## src/rtl/adc_acq_pkg.sv

```systemverilog
package adc_acq_pkg;
  typedef enum logic [2:0] {
    ST_IDLE,
    ST_ARM,
    ST_READ,
    ST_CONV,
    ST_SHORT
  } seq_state_t;
endpackage

```

## src/rtl/adc_sclk_gen.sv

```systemverilog
module adc_sclk_gen #(
  parameter int HALF_DIV = 5
) (
  input  logic clk,
  input  logic rst,
  output logic sclk,
  output logic rise_tick,
  output logic fall_tick
);
  localparam int CW = (HALF_DIV > 1) ? $clog2(HALF_DIV) : 1;

  logic [CW-1:0] div_q;
  logic          tick;

  assign tick      = (div_q == CW'(HALF_DIV - 1));
  assign rise_tick = tick & ~sclk;
  assign fall_tick = tick & sclk;

  always_ff @(posedge clk) begin
    if (rst) begin
      div_q <= '0;
      sclk  <= 1'b0;
    end else if (tick) begin
      div_q <= '0;
      sclk  <= ~sclk;
    end else begin
      div_q <= div_q + 1'b1;
    end
  end
endmodule

```

## src/rtl/adc_frame_seq.sv

```systemverilog
module adc_frame_seq
  import adc_acq_pkg::*;
#(
  parameter int FRAME_BITS = 16,
  parameter int CONV_CLKS  = 28,
  parameter int SHORT_CLKS = 5
) (
  input  logic clk,
  input  logic rst,
  input  logic run,
  input  logic chan_reset_req,
  input  logic rise_tick,
  input  logic fall_tick,
  output logic cs_n,
  output logic bit_strobe,
  output logic read_last,
  output logic short_done
);
  localparam int MAXC = (CONV_CLKS > FRAME_BITS) ? CONV_CLKS : FRAME_BITS;
  localparam int CNW  = $clog2(MAXC + 1);

  seq_state_t     st_q;
  logic [CNW-1:0] cnt_q;
  logic           short_pend_q;
  logic           start_short;
  logic           start_read;

  assign start_short = (st_q == ST_ARM) && rise_tick && short_pend_q;
  assign start_read  = (st_q == ST_ARM) && rise_tick && !short_pend_q && run;
  assign bit_strobe  = (st_q == ST_READ) && fall_tick;
  assign read_last   = bit_strobe && (cnt_q == CNW'(FRAME_BITS - 1));
  assign short_done  = (st_q == ST_SHORT) && fall_tick && (cnt_q == CNW'(SHORT_CLKS - 1));

  always_ff @(posedge clk) begin
    if (rst) begin
      st_q         <= ST_IDLE;
      cnt_q        <= '0;
      cs_n         <= 1'b1;
      short_pend_q <= 1'b1;
    end else begin
      if (chan_reset_req)
        short_pend_q <= 1'b1;
      else if (start_short)
        short_pend_q <= 1'b0;

      unique case (st_q)
        ST_IDLE: begin
          if (fall_tick) st_q <= ST_ARM;
        end
        ST_ARM: begin
          if (start_short) begin
            st_q  <= ST_SHORT;
            cs_n  <= 1'b0;
            cnt_q <= '0;
          end else if (start_read) begin
            st_q  <= ST_READ;
            cs_n  <= 1'b0;
            cnt_q <= '0;
          end
        end
        ST_READ: begin
          if (read_last) begin
            st_q  <= ST_CONV;
            cnt_q <= '0;
          end else if (fall_tick) begin
            cnt_q <= cnt_q + 1'b1;
          end
        end
        ST_CONV: begin
          if (fall_tick) begin
            if (cnt_q == CNW'(CONV_CLKS - 1)) begin
              st_q <= ST_IDLE;
              cs_n <= 1'b1;
            end else begin
              cnt_q <= cnt_q + 1'b1;
            end
          end
        end
        ST_SHORT: begin
          if (short_done) begin
            st_q <= ST_IDLE;
            cs_n <= 1'b1;
          end else if (fall_tick) begin
            cnt_q <= cnt_q + 1'b1;
          end
        end
        default: st_q <= ST_IDLE;
      endcase
    end
  end
endmodule

```

## src/rtl/adc_shift_capture.sv

```systemverilog
module adc_shift_capture #(
  parameter int FRAME_BITS = 16,
  parameter int RES_BITS   = 12
) (
  input  logic                clk,
  input  logic                rst,
  input  logic                sdo,
  input  logic                bit_strobe,
  output logic [RES_BITS-1:0] code
);
  logic [FRAME_BITS-1:0] shreg_q;
  logic [FRAME_BITS-1:0] shnext;

  assign shnext = {shreg_q[FRAME_BITS-2:0], sdo};
  assign code   = shnext[FRAME_BITS-1 -: RES_BITS];

  always_ff @(posedge clk) begin
    if (rst)
      shreg_q <= '0;
    else if (bit_strobe)
      shreg_q <= shnext;
  end
endmodule

```

## src/rtl/adc_chan_tracker.sv

```systemverilog
module adc_chan_tracker #(
  parameter int RES_BITS   = 12,
  parameter bit DUAL_INPUT = 1'b1
) (
  input  logic                clk,
  input  logic                rst,
  input  logic                read_last,
  input  logic                short_done,
  input  logic [RES_BITS-1:0] code,
  output logic                res_valid,
  output logic [RES_BITS-1:0] res_code,
  output logic                res_chan
);
  logic cur_ch_q;
  logic prev_ch_q;
  logic prev_ok_q;
  logic next_ch;

  generate
    if (DUAL_INPUT) begin : g_dual
      assign next_ch = ~cur_ch_q;
    end else begin : g_single
      assign next_ch = 1'b0;
    end
  endgenerate

  always_ff @(posedge clk) begin
    if (rst) begin
      cur_ch_q  <= 1'b0;
      prev_ch_q <= 1'b0;
      prev_ok_q <= 1'b0;
      res_valid <= 1'b0;
      res_code  <= '0;
      res_chan  <= 1'b0;
    end else begin
      res_valid <= 1'b0;
      if (read_last) begin
        res_valid <= prev_ok_q;
        res_code  <= code;
        res_chan  <= prev_ch_q;
        prev_ch_q <= cur_ch_q;
        prev_ok_q <= 1'b1;
        cur_ch_q  <= next_ch;
      end else if (short_done) begin
        cur_ch_q  <= 1'b0;
        prev_ok_q <= 1'b0;
      end
    end
  end
endmodule

```

## src/rtl/adc_acq_ctrl.sv

```systemverilog
module adc_acq_ctrl #(
  parameter int HALF_DIV   = 5,
  parameter int RES_BITS   = 12,
  parameter int FRAME_BITS = 16,
  parameter int CONV_CLKS  = 28,
  parameter int SHORT_CLKS = 5,
  parameter bit DUAL_INPUT = 1'b1
) (
  input  logic                clk,
  input  logic                rst,
  input  logic                run,
  input  logic                chan_reset_req,
  input  logic                sdo,
  output logic                sclk,
  output logic                cs_n,
  output logic                res_valid,
  output logic [RES_BITS-1:0] res_code,
  output logic                res_chan
);
  logic rise_tick;
  logic fall_tick;
  logic bit_strobe;
  logic read_last;
  logic short_done;
  logic [RES_BITS-1:0] code;

  adc_sclk_gen #(.HALF_DIV(HALF_DIV)) u_clkgen (
    .clk       (clk),
    .rst       (rst),
    .sclk      (sclk),
    .rise_tick (rise_tick),
    .fall_tick (fall_tick)
  );

  adc_frame_seq #(
    .FRAME_BITS (FRAME_BITS),
    .CONV_CLKS  (CONV_CLKS),
    .SHORT_CLKS (SHORT_CLKS)
  ) u_seq (
    .clk            (clk),
    .rst            (rst),
    .run            (run),
    .chan_reset_req (chan_reset_req),
    .rise_tick      (rise_tick),
    .fall_tick      (fall_tick),
    .cs_n           (cs_n),
    .bit_strobe     (bit_strobe),
    .read_last      (read_last),
    .short_done     (short_done)
  );

  adc_shift_capture #(
    .FRAME_BITS (FRAME_BITS),
    .RES_BITS   (RES_BITS)
  ) u_cap (
    .clk        (clk),
    .rst        (rst),
    .sdo        (sdo),
    .bit_strobe (bit_strobe),
    .code       (code)
  );

  adc_chan_tracker #(
    .RES_BITS   (RES_BITS),
    .DUAL_INPUT (DUAL_INPUT)
  ) u_trk (
    .clk        (clk),
    .rst        (rst),
    .read_last  (read_last),
    .short_done (short_done),
    .code       (code),
    .res_valid  (res_valid),
    .res_code   (res_code),
    .res_chan   (res_chan)
  );
endmodule

```

## config.mk

```make
export PLATFORM = sky130hd
export DESIGN_NAME = adc_acq_ctrl
export DESIGN_NICKNAME = d
export VERILOG_FILES = /design/src/rtl/adc_acq_pkg.sv /design/src/rtl/adc_sclk_gen.sv /design/src/rtl/adc_frame_seq.sv /design/src/rtl/adc_shift_capture.sv /design/src/rtl/adc_chan_tracker.sv /design/src/rtl/adc_acq_ctrl.sv
export SDC_FILE = /design/constraint.sdc
export NUM_CORES = 1
export LEC_CHECK = 0
export ABC_CLOCK_PERIOD_IN_PS = 1900
export BUFFER_PORTS_ARGS = -buffer_cell sky130_fd_sc_hd__buf_2
export CORE_MARGIN = 2
export CORE_UTILIZATION = 52
export CTS_CLUSTER_DIAMETER = 120
export DETAILED_ROUTE_END_ITERATION = 8
export PLACE_DENSITY_LB_ADDON = 0.25
export SLEW_MARGIN = 20
export SYNTH_ARGS = -nofsm -noshare
export SYNTH_HDL_FRONTEND = slang
export SYNTH_SLANG_ARGS = --single-unit
export TNS_END_PERCENT = 5
```

## constraint.sdc

```tcl
create_clock -name clk -period 1.9 [get_ports clk]
set_input_delay 0.095 -clock clk [delete_from_list [all_inputs] [get_ports clk]]
set_output_delay 0.095 -clock clk [all_outputs]
set_load 0.02 [all_outputs]
```

* Yosys cells after proc, flatten, opt, wreduce, memory -nomap -nowiden *
Cells that the tools add are included.

storage, ports and cells
  input bits = 5
  bits in registers = 46

cells by class
  equality and inequality tests = 16
  bitwise logic cells = 5
  multiplexer cells = 25
  reductions and logical operators = 19
  add/subtract/negate cells = 2

operators by type and width
  kind                 count
  $mux 5               7
  $mux 3               7
  $pmux 5 s4           1
  $pmux 3 s5           1
  $reduce_and 5->1     2
  $logic_and 1x1->1    8
  $mux 1               8
  $ne 2x2->1 const B   4
  $eq 3x2->1 const B   2
  $eq 3x3->1 const B   2
  $ne 2x1->1 const B   3
  $reduce_and 6->1     1
  $reduce_or 2->1      3
  $add 5x1->5 const B  1
  $eq 5x3->1 const B   1
  $eq 5x4->1 const B   1
  $eq 5x5->1 const B   1
  $reduce_bool 4->1    1
  $add 3x1->3 const B  1
  $eq 3x1->1 const B   1
  $logic_not 3->1      1
  $ne 3x1->1 const B   1
  $not 1->1            3
  $pmux 1 s3           1
  other kinds (4)      5

* Depth between registers and ports, before layout *
Gate-level depths: netlist (run 1).

  depth after elaboration = 8
  depth in mapped cells = 9
  gate-level depth less buffers = 9

* Modules after synthesis *
From an unflattened synthesis (run 1), not the netlist that was laid out.

unflattened totals
  cells, all modules = 234
  area, all modules = 2,228.4 µm²

by module, submodules not included
  module             area each (µm²)  cells each  times used
  adc_frame_seq      807.0            98          1
  adc_shift_capture  631.9            60          1
  adc_chan_tracker   600.6            56          1
  adc_sclk_gen       188.9            20          1

* Least setup slack after synthesis (run 1) *
No wires, ideal clock.

  path kind = register to register
  from = reg u_clkgen.div_q[0]
  to = reg u_seq.cnt_q[1]
  path slack = 109 ps
  cell stages (with the launch flop) = 10
  path buffers = 2
  arrival time = 1,706 ps
  data required time = 1,814 ps
  cell sequence = dfxtp_1 > inv_1 > ha_1 > and3_1 > buf_2 > and2_1 > clkbuf_1 > o311ai_2 > nor2_1 > a211oi_1

between the ends
  longest elaborated chain between the ends = 7
  elaborated cells between the ends (all ways) = 20
  classes of those cells = eq/ne (4); mux (5); bitwise (2); reduce/logical (9)

RTL lines
  what                            line                                      text
  from (decl)                     adc_sclk_gen.sv:12                        logic [CW-1:0] div_q;
  from (signal assigned)          adc_sclk_gen.sv:27                        div_q <= div_q + 1'b1;
  $eq 3x3->1 *                    adc_sclk_gen.sv:15                        assign tick = (div_q == CW'(HALF_DIV - 1));
  $and 1x1->1                     adc_sclk_gen.sv:16                        assign rise_tick = tick & ~sclk;
  $logic_and 1x1->1               adc_frame_seq.sv:28, adc_frame_seq.sv:29
  $logic_and 1x1->1 (2 in a row)  adc_frame_seq.sv:29                       assign start_read = (st_q == ST_ARM) && rise_tick && !short_pend_q && run;
  $ne 3x1->1 (no line)            -
  $reduce_and 5->1 (no line)      -
  to (signal assigned)            adc_frame_seq.sv:66                       cnt_q <= cnt_q + 1'b1;
  to (signal assigned)            adc_frame_seq.sv:75                       cnt_q <= cnt_q + 1'b1;
  to (signal assigned)            adc_frame_seq.sv:84                       cnt_q <= cnt_q + 1'b1;
  to (decl)                       adc_frame_seq.sv:23                       logic [CNW-1:0] cnt_q;

Every way passes the cells marked *; elsewhere a longest branch is shown, timed or not. The select of a mux whose other input is x is not followed.
A chain may end at the register's enable or synchronous reset.

* Worst setup path in the final report (run 1) *
  from = reg u_seq.cnt_q[1]
  to = reg u_seq.cnt_q[2]

between the ends
  longest elaborated chain between the ends = 4
  elaborated cells between the ends (all ways) = 15
  classes of those cells = add/sub (1); eq/ne (5); mux (6); reduce/logical (3)

RTL lines
  what                                            line                                                           text
  $add 5x1->5, or another cell as far along       adc_frame_seq.sv:66, adc_frame_seq.sv:75, adc_frame_seq.sv:84
  $mux 5, or another cell as far along            adc_frame_seq.sv:65, adc_frame_seq.sv:83
  $mux 5, or another cell as far along            adc_frame_seq.sv:80                                            if (short_done) begin
  $pmux 5 s4 or $reduce_and 5->1 (tied branches)  -

Parallel ways exist; a longest one is shown, timed or not. The select of a mux whose other input is x is not followed.

==> flow_metrics.tcl, run 1 <==
set metrics [dict create \
    grt_pass1_wl_um 7130 \
    hold_path_class "primary input to flop" \
    power.share.sequential 0.599 \
    fin_skew_ps 11.4 \
    placed_area_mm2 0.00221 \
    slowest_delay_ps 400 \
    slowest_stage "dfxtp_2" \
    cts_tree "built" \
    cts_buffers 5 \
    ant_nets 0 \
    swShare 0.234 \
    cp_data_required_time_ps 2080 \
    crit_type "flop to flop" \
    synthTopCellsByArea "dfxtp_1, nand2_1, a21oi_1, nor2_1, ha_1" \
    switching_power_w 0.000380 \
    fin_crit_sh 0.979 \
    internal-power_w 0.00125 \
    diodes 0 \
    clockBufferDepth 2 \
    rr_worst_depth 9 \
    seq_area_um2 927 \
    synth_edf_count 0 \
    yosys.area.top_type "dfxtp_1" \
    hpwl_um 2870 \
    row_count 22 \
    hold_viol_final 0 \
    cp.arrival_ps 2040 \
    die-area_mm2 0.00443 \
    clk_pin_slew_ps 90 \
    cap_violations 0 \
    io_buffers 20 \
    worst_slack_ps 40.0 \
    start_kind "flop" \
    ir_drop_mv 0.558 \
    avgViaCountPerCell 5.46 \
    drive_above_1_share 0.206 \
    ys_seq_elements 46 \
    power.share.combinational 0.031 \
    reg2reg_slack_ps 40 \
    dr_total_vias 1823 \
    drt-total-wl_um 4530 \
    wl_per_cell_um 13.6 \
    cp_max_fo 5 \
    dp_slack_ps -81.0 \
    ys_warn_count 0 \
    drc_errors 0 \
    gp_congestion 0.959 \
    netlist_area_mm2 0.00204 \
    power.density_mw_per_mm2 679 \
    h-tree-depth 2 \
    status "finished clean" \
    fill_cells 328 \
    setup_violations 0 \
    ys_async_sr_fraction 0 \
    clockRootBuffer "clkbuf_8" \
    nNetsFinal 295 \
    antenna_found_initial 0 \
    cp.depth 9 \
    final.setup.tns_ps 0 \
    core-area_mm2 0.00372 \
    p_clk_frac 0.370 \
    relSlewSlack 0.713 \
    avgSynthCellArea_um2 7.92 \
    syn_inst 257 \
    cp_cell_sequence "ha_4 -> nand2_1 -> nor2_1 -> ha_2 -> inv_1 -> o21ai_1 -> o211ai_1 -> a22oi_1 -> nor4_1" \
    grt_use_total 0.210 \
    clkLatencyLatePin_ps 310 \
    synth_nets 267 \
    synth.distinct_cells 40 \
    p_total_w 0.00163 \
    tightest_slew_ps 430 \
    drt_iter0_markers 102 \
    die_h_um 66.6 \
    fp.dieW_um 66.6 \
    area_growth_pct 17.7 \
    timing.hold.ws_ps 24.2 \
    synth_flop_cell "dfxtp_1" \
    min_path_cells 3 \
    overflow 0 \
    multiInputGateArea_mm2 0.00106 \
    yosys.area.top_type_share 0.452 \
    fmaxAchievable_mhz 538 \
    crit_buf_inv 1 \
    period_needed_ps 1860 \
    start_util 0.548 \
    p_leak_nw 0.866 \
    rsz0062_at_grt "yes" \
    end_kind "flop" \
    report.final.slew_viol_count 0 \
    synth-seq-area-share 0.452 \
    drtPass1Iterations 4 \
    ios 21 \
    stdcell_area_mm2 0.00240 \
    cts_sinks 46 \
    grt_start_max_net_pins 25 \
    cp_top_family "compound AO/OA/AOI/OAI gates" \
    first_global_vias 1566 \
]
state kept, by name, summed over array words and instances, names as in the netlist:
name                count
u_trk.prev_ch_q         1
u_trk.res_chan          1
u_clkgen.sclk           1
u_trk.res_code         12
u_cap.shreg_q          15
u_seq.cnt_q             5
u_trk.cur_ch_q          1
u_seq.cs_n              1
u_trk.res_valid         1
u_trk.prev_ok_q         1
u_clkgen.div_q          3
u_seq.short_pend_q      1
u_seq.st_q              3
worst paths after layout:
kind	from	endpoint
worst min-delay path	sdo	u_cap.shreg_q[0]$_SDFFE_PP0P_
worst max-delay path	u_seq.cnt_q[1]$_SDFFE_PP0P_	u_seq.cnt_q[2]$_SDFFE_PP0P_
worst max register to register	u_seq.cnt_q[1]$_SDFFE_PP0P_	u_seq.cnt_q[2]$_SDFFE_PP0P_
worst min register to register	u_clkgen.div_q[0]$_SDFF_PP0_	u_clkgen.div_q[0]$_SDFF_PP0_
synthesized netlist by cell type (3+ instances only):
| master | count |
|---|---|
| clkbuf_1 | 10 |
| o21ai_0 | 5 |
| dfxtp_1 | 46 |
| o211ai_1 | 3 |
| nor3_1 | 4 |
| nand3_1 | 6 |
| and2_1 | 3 |
| nor2_1 | 17 |
| a21oi_1 | 40 |
| ha_1 | 5 |
| nand2_1 | 68 |
| inv_1 | 11 |
| buf_2 | 4 |
stage by stage:
| stage | cells | util |
|---|---|---|
| finish | 334 | 0.645 |
| global route | 334 | 0.645 |
| CTS | 329 | 0.622 |
| detailed placement | 320 | 0.594 |
| global placement | 320 | 0.594 |
| floorplan | 257 | - |
cells by family (layout without fill, tap and decap cells):
logic type                 after synthesis  after routing  synth area share
adders and majority gates                5              5            0.0307
DFF                                     46             46             0.452
xor gates and xnor gates                 1              1           0.00430
and+or+nand+nor                        117            117             0.267
AOI/OAI and AO/OA                       63             63             0.197
buffers and inverters                   25             54            0.0486
layout by cell type (no fill, tap or decap), types with 2 or more instances in the layout:
cell       count
o21ai_1        3
clkbuf_8       5
nand3_2        3
o21ai_0        4
nand4_1        2
o211ai_1       3
buf_4         14
dfxtp_2        2
nor3_1         4
ha_1           3
a21oi_1       40
o2111ai_1      2
nand3_1        5
nand2_1       68
nand2b_1       2
and2b_1        2
and2_1         3
dfxtp_1       43
buf_2         20
nor3b_1        2
nor2_1        17
inv_1         11
power by group through the flow:
| stage | clock (W) | sequential [W] | combinational, W |
|---|---|---|---|
| floorplan | 0 | 0.000997 | 0.0000340 |
| global route | 0.000653 | 0.000976 | 0.0000558 |
| global placement | 0 | 0.000997 | 0.0000459 |
| CTS | 0.000614 | 0.000975 | 0.0000481 |
| finish | 0.000602 | 0.000974 | 0.0000502 |
| detailed placement | 0 | 0.000998 | 0.0000464 |
metal layers:
| metal | wire, µm | track usage | vias to the layer above |
|---|---|---|---|
| met3 | 168 | 0.0574 | 10 |
| met5 | 0 | 0 | - |
| met2 | 2220 | 0.330 | 32 |
| li1 | - | - | 933 |
| met1 | 2060 | 0.277 | 848 |
| met4 | 90 | 0.0740 | 0 |
layout make-up:
type	count	area share
tap	48	0.0251
timing repair buffer	35	0.0898
clock inverter	3	0.00888
inverter	11	0.0172
multi-input combinational	186	0.443
clock buffer	5	0.0287
sequential	46	0.387
worst register-to-register path, cell delays in order, from the launching register on:
cell,delay (ps)
dfxtp_2,400
ha_4,150
nand2_1,70
nor2_1,160
ha_2,220
inv_1,80
o21ai_1,140
o211ai_1,190
a22oi_1,240
nor4_1,80
repair_timing:
| action | 4_1_cts | 5_1_grt |
|---|---|---|
| endpoints found under the hold margin | 1 | 0 |
| pin swaps | 0 | 8 |
| buffers inserted | 0 | 5 |
| hold buffers | 1 | 0 |
| setup endpoints to repair | 5 | 5 |
| resized for setup | 1 | 12 |
Note: power is estimated with default switching activity, not from simulation.
==> run 2, diff against run 1 <==
--- a/config.mk
+++ b/config.mk
@@ -12,6 +12,7 @@
 export CTS_CLUSTER_DIAMETER = 120
 export DETAILED_ROUTE_END_ITERATION = 8
 export PLACE_DENSITY_LB_ADDON = 0.25
+export SETUP_SLACK_MARGIN = 0.2
 export SLEW_MARGIN = 20
 export SYNTH_ARGS = -nofsm -noshare
 export SYNTH_HDL_FRONTEND = slang
==> constraint.sdc (replaced) <==
create_clock -name clk -period 1.9 [get_ports clk]
set_input_delay 0.38 -clock clk [delete_from_list [all_inputs] [get_ports clk]]
set_output_delay 0.38 -clock clk [all_outputs]
set_load 0.02 [all_outputs]
==> run 2 against run 1 <==
Net effect: clock power grew 22%; first-iteration DRC count grew 110%; wire length grew 3.7%; sequential power is essentially flat; flip-flop and latch count is the same; global-route usage grew 2.3 points; total power grew 8.7%; core utilization grew 4.0 points; largest cell class unchanged.
==> flow_metrics.tcl, run 2 (synthesis gave the netlist of run 1 again) <==
set metrics [dict create \
    clockBufferDepth 2 \
    antenna_found_initial 0 \
    worst_slack_ps 113 \
    timing.hold.ws_ps 248 \
    grt_pass1_wl_um 7880 \
    drive_above_1_share 0.280 \
    seq_area_um2 932 \
    period_needed_ps 1790 \
    cp_max_fo 5 \
    hpwl_um 2860 \
    drc_errors 0 \
    fin_skew_ps 8.61 \
    tightest_slew_ps 466 \
    stdcell_count 344 \
    power.density_mw_per_mm2 694 \
    final_cell_mix "nand2_1, dfxtp_1, a21oi_1" \
    overflow 0 \
    end_kind "flop" \
    largestRegisters "u_cap.shreg_q: 15 flops, u_trk.res_code: 12 flops, u_seq.cnt_q: 5 flops" \
    status "finished clean" \
    ir_drop_mv 0.618 \
    core-area_mm2 0.00372 \
    stdcell_area_mm2 0.00255 \
    cts_buffers 5 \
    cts_hold_buffers 0 \
    grt_use_total 0.233 \
    cp_data_required_time_ps 2110 \
    fin_crit_sh 0.941 \
    placed_area_mm2 0.00222 \
    row_count 22 \
    h-tree-depth 2 \
    drtPass1Iterations 4 \
    grt_start_max_net_pins 24 \
    die-area_mm2 0.00443 \
    io_buffers 20 \
    fmaxAchievable_mhz 559 \
    multiInputGateArea_mm2 0.00111 \
    cts_tree "built" \
    final.setup.tns_ps 0 \
    setup_violations 0 \
    fp.dieW_um 66.6 \
    p_leak_nw 0.933 \
    place_inst 322 \
    ant_nets 0 \
    largest_reg_flops 15 \
    drt_iter0_markers 218 \
    ios 21 \
    diodes 0 \
    clk_pin_slew_ps 90 \
    start_kind "flop" \
    clkLatencyLatePin_ps 300 \
    start_util 0.548 \
    dr_total_vias 1885 \
    fill_cells 279 \
    relSlewSlack 0.689 \
    die_h_um 66.6 \
    crit_type "flop to flop" \
    clockRootBuffer "clkbuf_8" \
    gp_congestion 0.925 \
    cp.arrival_ps 2000 \
    nNetsFinal 305 \
    drt-total-wl_um 4700 \
    first_global_vias 1720 \
    hold_path_class "primary input to flop" \
    area_growth_pct 25.1 \
    avgViaCountPerCell 5.48 \
    hold_viol_final 0 \
    cap_violations 0 \
    rsz0062_at_grt "yes" \
    final_common_cell "nand2_1" \
    regMostFlops "u_cap.shreg_q" \
    cts_sinks 46 \
    wl_per_cell_um 13.7 \
    report.final.slew_viol_count 0 \
    dp_slack_ps 8.87 \
]
==> run 2: changes by cell type in the layout (fill, tap and decap cells not counted), sizes merged <==
cell and change:
buf +11, bufinv +1, clkinv -1, clkinvlp -1
dlygate4sd3 -1, inv +1
==> run 2: worst max-delay path, cell delays in order, from the launching register on <==
cell and delay, ps:
dfxtp_4 370, ha_4 170, and4b_2 260, o211ai_1 400, buf_4 200, nand4_1 110
a211oi_2 190
==> run 2: cell type report <==
cell class	count	share of cell area
Clock buffer	5	0.0270
Clock inverter	3	0.0172
Inverter	11	0.0162
Multi-Input combinational cell	186	0.437
Sequential cell	46	0.366
Tap cell	48	0.0236
Timing Repair Buffer	45	0.113
==> run 2: timing repair <==
action                     4_1_cts  5_1_grt
pin swaps                       11        6
resized for setup               23        7
buffers inserted                13        1
setup endpoints to repair       22       24
==> run 2: power breakdown <==
part,switching [W],leakage (nW),internal [W]
Clock,0.000339,0.0585,0.000394
Sequential,0.00000590,0.374,0.000967
Combinational,0.0000352,0.500,0.0000257
Total,0.000380,0.933,0.00139
==> run 2: final timing paths <==
path / from / to / slack [ps] / cells past startpoint
setup reg to reg: u_seq.cnt_q[0]$_SDFFE_PP0P_ / u_seq.cnt_q[1]$_SDFFE_PP0P_ / 110 / 6
hold reg to reg: u_clkgen.div_q[0]$_SDFF_PP0_ / u_clkgen.div_q[0]$_SDFF_PP0_ / 430 / 1
setup / recovery: u_seq.cnt_q[0]$_SDFFE_PP0P_ / u_seq.cnt_q[1]$_SDFFE_PP0P_ / 110 / 6
hold / removal: chan_reset_req / u_seq.short_pend_q$_SDFFE_PP1P_ / 250 / 3
==> run 2: per-stage QoR <==
stage	power, W	utilization
global placement	0.00104	0.598
detailed placement	0.00105	0.598
finish	0.00177	0.685
global route	0.00183	0.685
floorplan	0.00103	-
CTS	0.00177	0.679
==> run 2: per-layer routing <==
| layer | track usage | share of wire | vias up |
|---|---|---|---|
| met3 | 0.0591 | 0.047 | 10 |
| met5 | 0 | 0 | - |
| met4 | 0.0995 | 0.021 | 0 |
| li1 | - | - | 951 |
| met2 | 0.381 | 0.49 | 55 |
| met1 | 0.290 | 0.44 | 869 |
==> run 3, diff against run 2 <==
--- a/config.mk
+++ b/config.mk
@@ -5,7 +5,7 @@
 export SDC_FILE = /design/constraint.sdc
 export NUM_CORES = 1
 export LEC_CHECK = 0
-export ABC_CLOCK_PERIOD_IN_PS = 1900
+export ABC_CLOCK_PERIOD_IN_PS = 1470
 export BUFFER_PORTS_ARGS = -buffer_cell sky130_fd_sc_hd__buf_2
 export CORE_MARGIN = 2
 export CORE_UTILIZATION = 52
==> constraint.sdc (replaced) <==
create_clock -name clk -period 1.47 [get_ports clk]
set_input_delay 0.294 -clock clk [delete_from_list [all_inputs] [get_ports clk]]
set_output_delay 0.294 -clock clk [all_outputs]
set_load 0.02 [all_outputs]
==> run 3 against run 2 <==
Net effect: the run now ends with setup timing left; worst hold slack lost 91 ps; largest cell class unchanged; non-clock buffer count is 16 higher; highest routed layer unchanged; fmax is 6.0% higher; first-iteration DRC count shrank 63%; flip-flop and latch count unchanged; clock skew shrank 0.66 ps; die area unchanged.
==> flow_metrics.tcl, run 3 (synthesis gave the netlist of run 1 again) <==
set metrics [dict create \
    slowest_delay_ps 360 \
    cts_sinks 46 \
    largestRegisters "u_cap.shreg_q: 15 flops, u_trk.res_code: 12 flops, u_seq.cnt_q: 5 flops" \
    p_clk_frac 0.363 \
    slowest_stage "dfxtp_4" \
    fmaxAchievable_mhz 593 \
    area_growth_pct 37.6 \
    dr_total_vias 1970 \
    ant_nets 0 \
    drt-total-wl_um 5350 \
    power.share.combinational 0.050 \
    nNetsFinal 321 \
    worst_slack_ps -216 \
    cp_data_required_time_ps 1700 \
    setup_violations 20 \
    switching_power_w 0.000509 \
    tightest_slew_ps 459 \
    hpwl_um 3330 \
    cap_violations 0 \
    met3_usage 0.0557 \
    start_kind "flop" \
    grt_util_met2 0.408 \
    ir_drop_mv 0.634 \
    die_h_um 66.6 \
    largest_reg_flops 15 \
    h-tree-depth 2 \
    clk_pin_slew_ps 90 \
    hold_viol_final 0 \
    status "finished, violations left" \
    post-route-util 0.754 \
    antenna_found_initial 0 \
    top_usage_layer "met2" \
    start_util 0.548 \
    clkLatencyLatePin_ps 310 \
    grt_util_met1 0.322 \
    cts_buffers 5 \
    clockBufferDepth 2 \
    drtPass1Iterations 6 \
    io_buffers 20 \
    power.density_mw_per_mm2 766 \
    core-area_mm2 0.00372 \
    clockRootBuffer "clkbuf_8" \
    diodes 0 \
    row_count 22 \
    overflow 0 \
    p_leak_nw 1.04 \
    drt_iter0_markers 81 \
    cp.arrival_ps 1920 \
    cp_max_fo 5 \
    drc_errors 0 \
    place_inst 347 \
    grt_start_max_net_pins 18 \
    crit_buf_inv 0 \
    final_common_cell "nand2_1" \
    final_cell_mix "nand2_1, a21oi_1, dfxtp_1" \
    fin_crit_sh 1.15 \
    wl_per_cell_um 14.9 \
    fin_skew_ps 7.95 \
    cp_cell_sequence "ha_4 -> and4b_2 -> a32oi_2 -> nand3_4 -> o31a_1 -> nor3_1" \
    avgViaCountPerCell 5.47 \
    period_needed_ps 1690 \
    fp.dieW_um 66.6 \
    violations "setup timing" \
    end_kind "flop" \
    relSlewSlack 0.693 \
    first_global_vias 1783 \
    grt_pass1_wl_um 8340 \
    grt_use_total 0.255 \
    internal-power_w 0.00164 \
    rsz0062_at_grt "yes" \
    swShare 0.237 \
    ios 21 \
    stdcell_count 360 \
    report.final.slew_viol_count 0 \
    gp_congestion 0.870 \
    cts_tree "built" \
    regMostFlops "u_cap.shreg_q" \
    crit_type "flop to flop" \
    power.share.sequential 0.587 \
    cp_top_family "compound AO/OA/AOI/OAI gates" \
    p_total_w 0.00215 \
    die-area_mm2 0.00443 \
    hold_path_class "primary input to flop" \
    cts_hold_buffers 0 \
    drive_above_1_share 0.372 \
]
-- run 3: cell count changes in the layout (fill, tap and decap cells not counted), moves of 4 or more --
cell,change
a21oi_1,-4
dfxtp_1,-5
dfxtp_2,+5
buf_6,+5
buf_4,+9
a21oi_2,+4
-- run 3: final timing paths --
| kind | startpoint | end | slack, ps | cells past startpoint |
|---|---|---|---|---|
| max | u_seq.cnt_q[0]$_SDFFE_PP0P_ | u_seq.cnt_q[3]$_SDFFE_PP0P_ | -220 | 6 |
| min | chan_reset_req | u_seq.short_pend_q$_SDFFE_PP1P_ | 160 | 3 |
| max reg2reg | u_seq.cnt_q[0]$_SDFFE_PP0P_ | u_seq.cnt_q[3]$_SDFFE_PP0P_ | -220 | 6 |
| min reg2reg | u_trk.res_code[10]$_SDFFE_PP0P_ | u_trk.res_code[10]$_SDFFE_PP0P_ | 450 | 2 |
-- run 3: cell type report --
type | count | area [µm²]
clock buffers | 6 | 72.6
clock inverters | 2 | 13.8
fillers | 275 | 915
inverters | 11 | 41.3
multi-input cells | 186 | 1220
flip-flops and latches | 46 | 938
well taps | 48 | 60.1
repair buffers | 61 | 452
-- run 3: repair_timing --
action	4_1_cts	5_1_grt
gates resized for setup	27	23
pin swaps	19	20
endpoints found under the setup margin	42	44
buffers inserted	2	3
-- run 3: power by group through the flow --
stage | registers, W | logic [W] | clock network [W]
finish | 0.00126 | 0.000106 | 0.000779
global route | 0.00126 | 0.000115 | 0.000836
CTS | 0.00126 | 0.0000922 | 0.000783
detailed placement | 0.00129 | 0.0000893 | 0
global placement | 0.00129 | 0.0000868 | 0
floorplan | 0.00129 | 0.0000525 | 0
-- run 3: through the flow --
stage / setup slack, ps / setup TNS [ps] / hold WS (ps) / instance area, µm²
3_3_place_gp: -226 / -4910 / 440 / 2470
5_1_grt: -297 / -3690 / 178 / 2800
6_report: -216 / -1620 / 157 / 2800
3_5_place_dp: -239 / -5640 / 445 / 2470
4_1_cts: -185 / -1840 / 154 / 2660
2_1_floorplan: -123 / -1720 / 380 / 2100
-- run 3: per-layer routing --
| metal | up-vias | share of wire | wire (µm) |
|---|---|---|---|
| met3 | 12 | 0.046 | 245 |
| met1 | 922 | 0.43 | 2320 |
| met5 | - | 0 | 0 |
| met2 | 52 | 0.49 | 2630 |
| met4 | 0 | 0.028 | 150 |
| li1 | 984 | - | - |
-- run 3: worst reg2reg max path, cell delays in order (launching register included) --
cell	delay [ps]
dfxtp_4	360
ha_4	180
and4b_2	270
a32oi_2	270
nand3_4	130
o31a_1	290
nor3_1	120
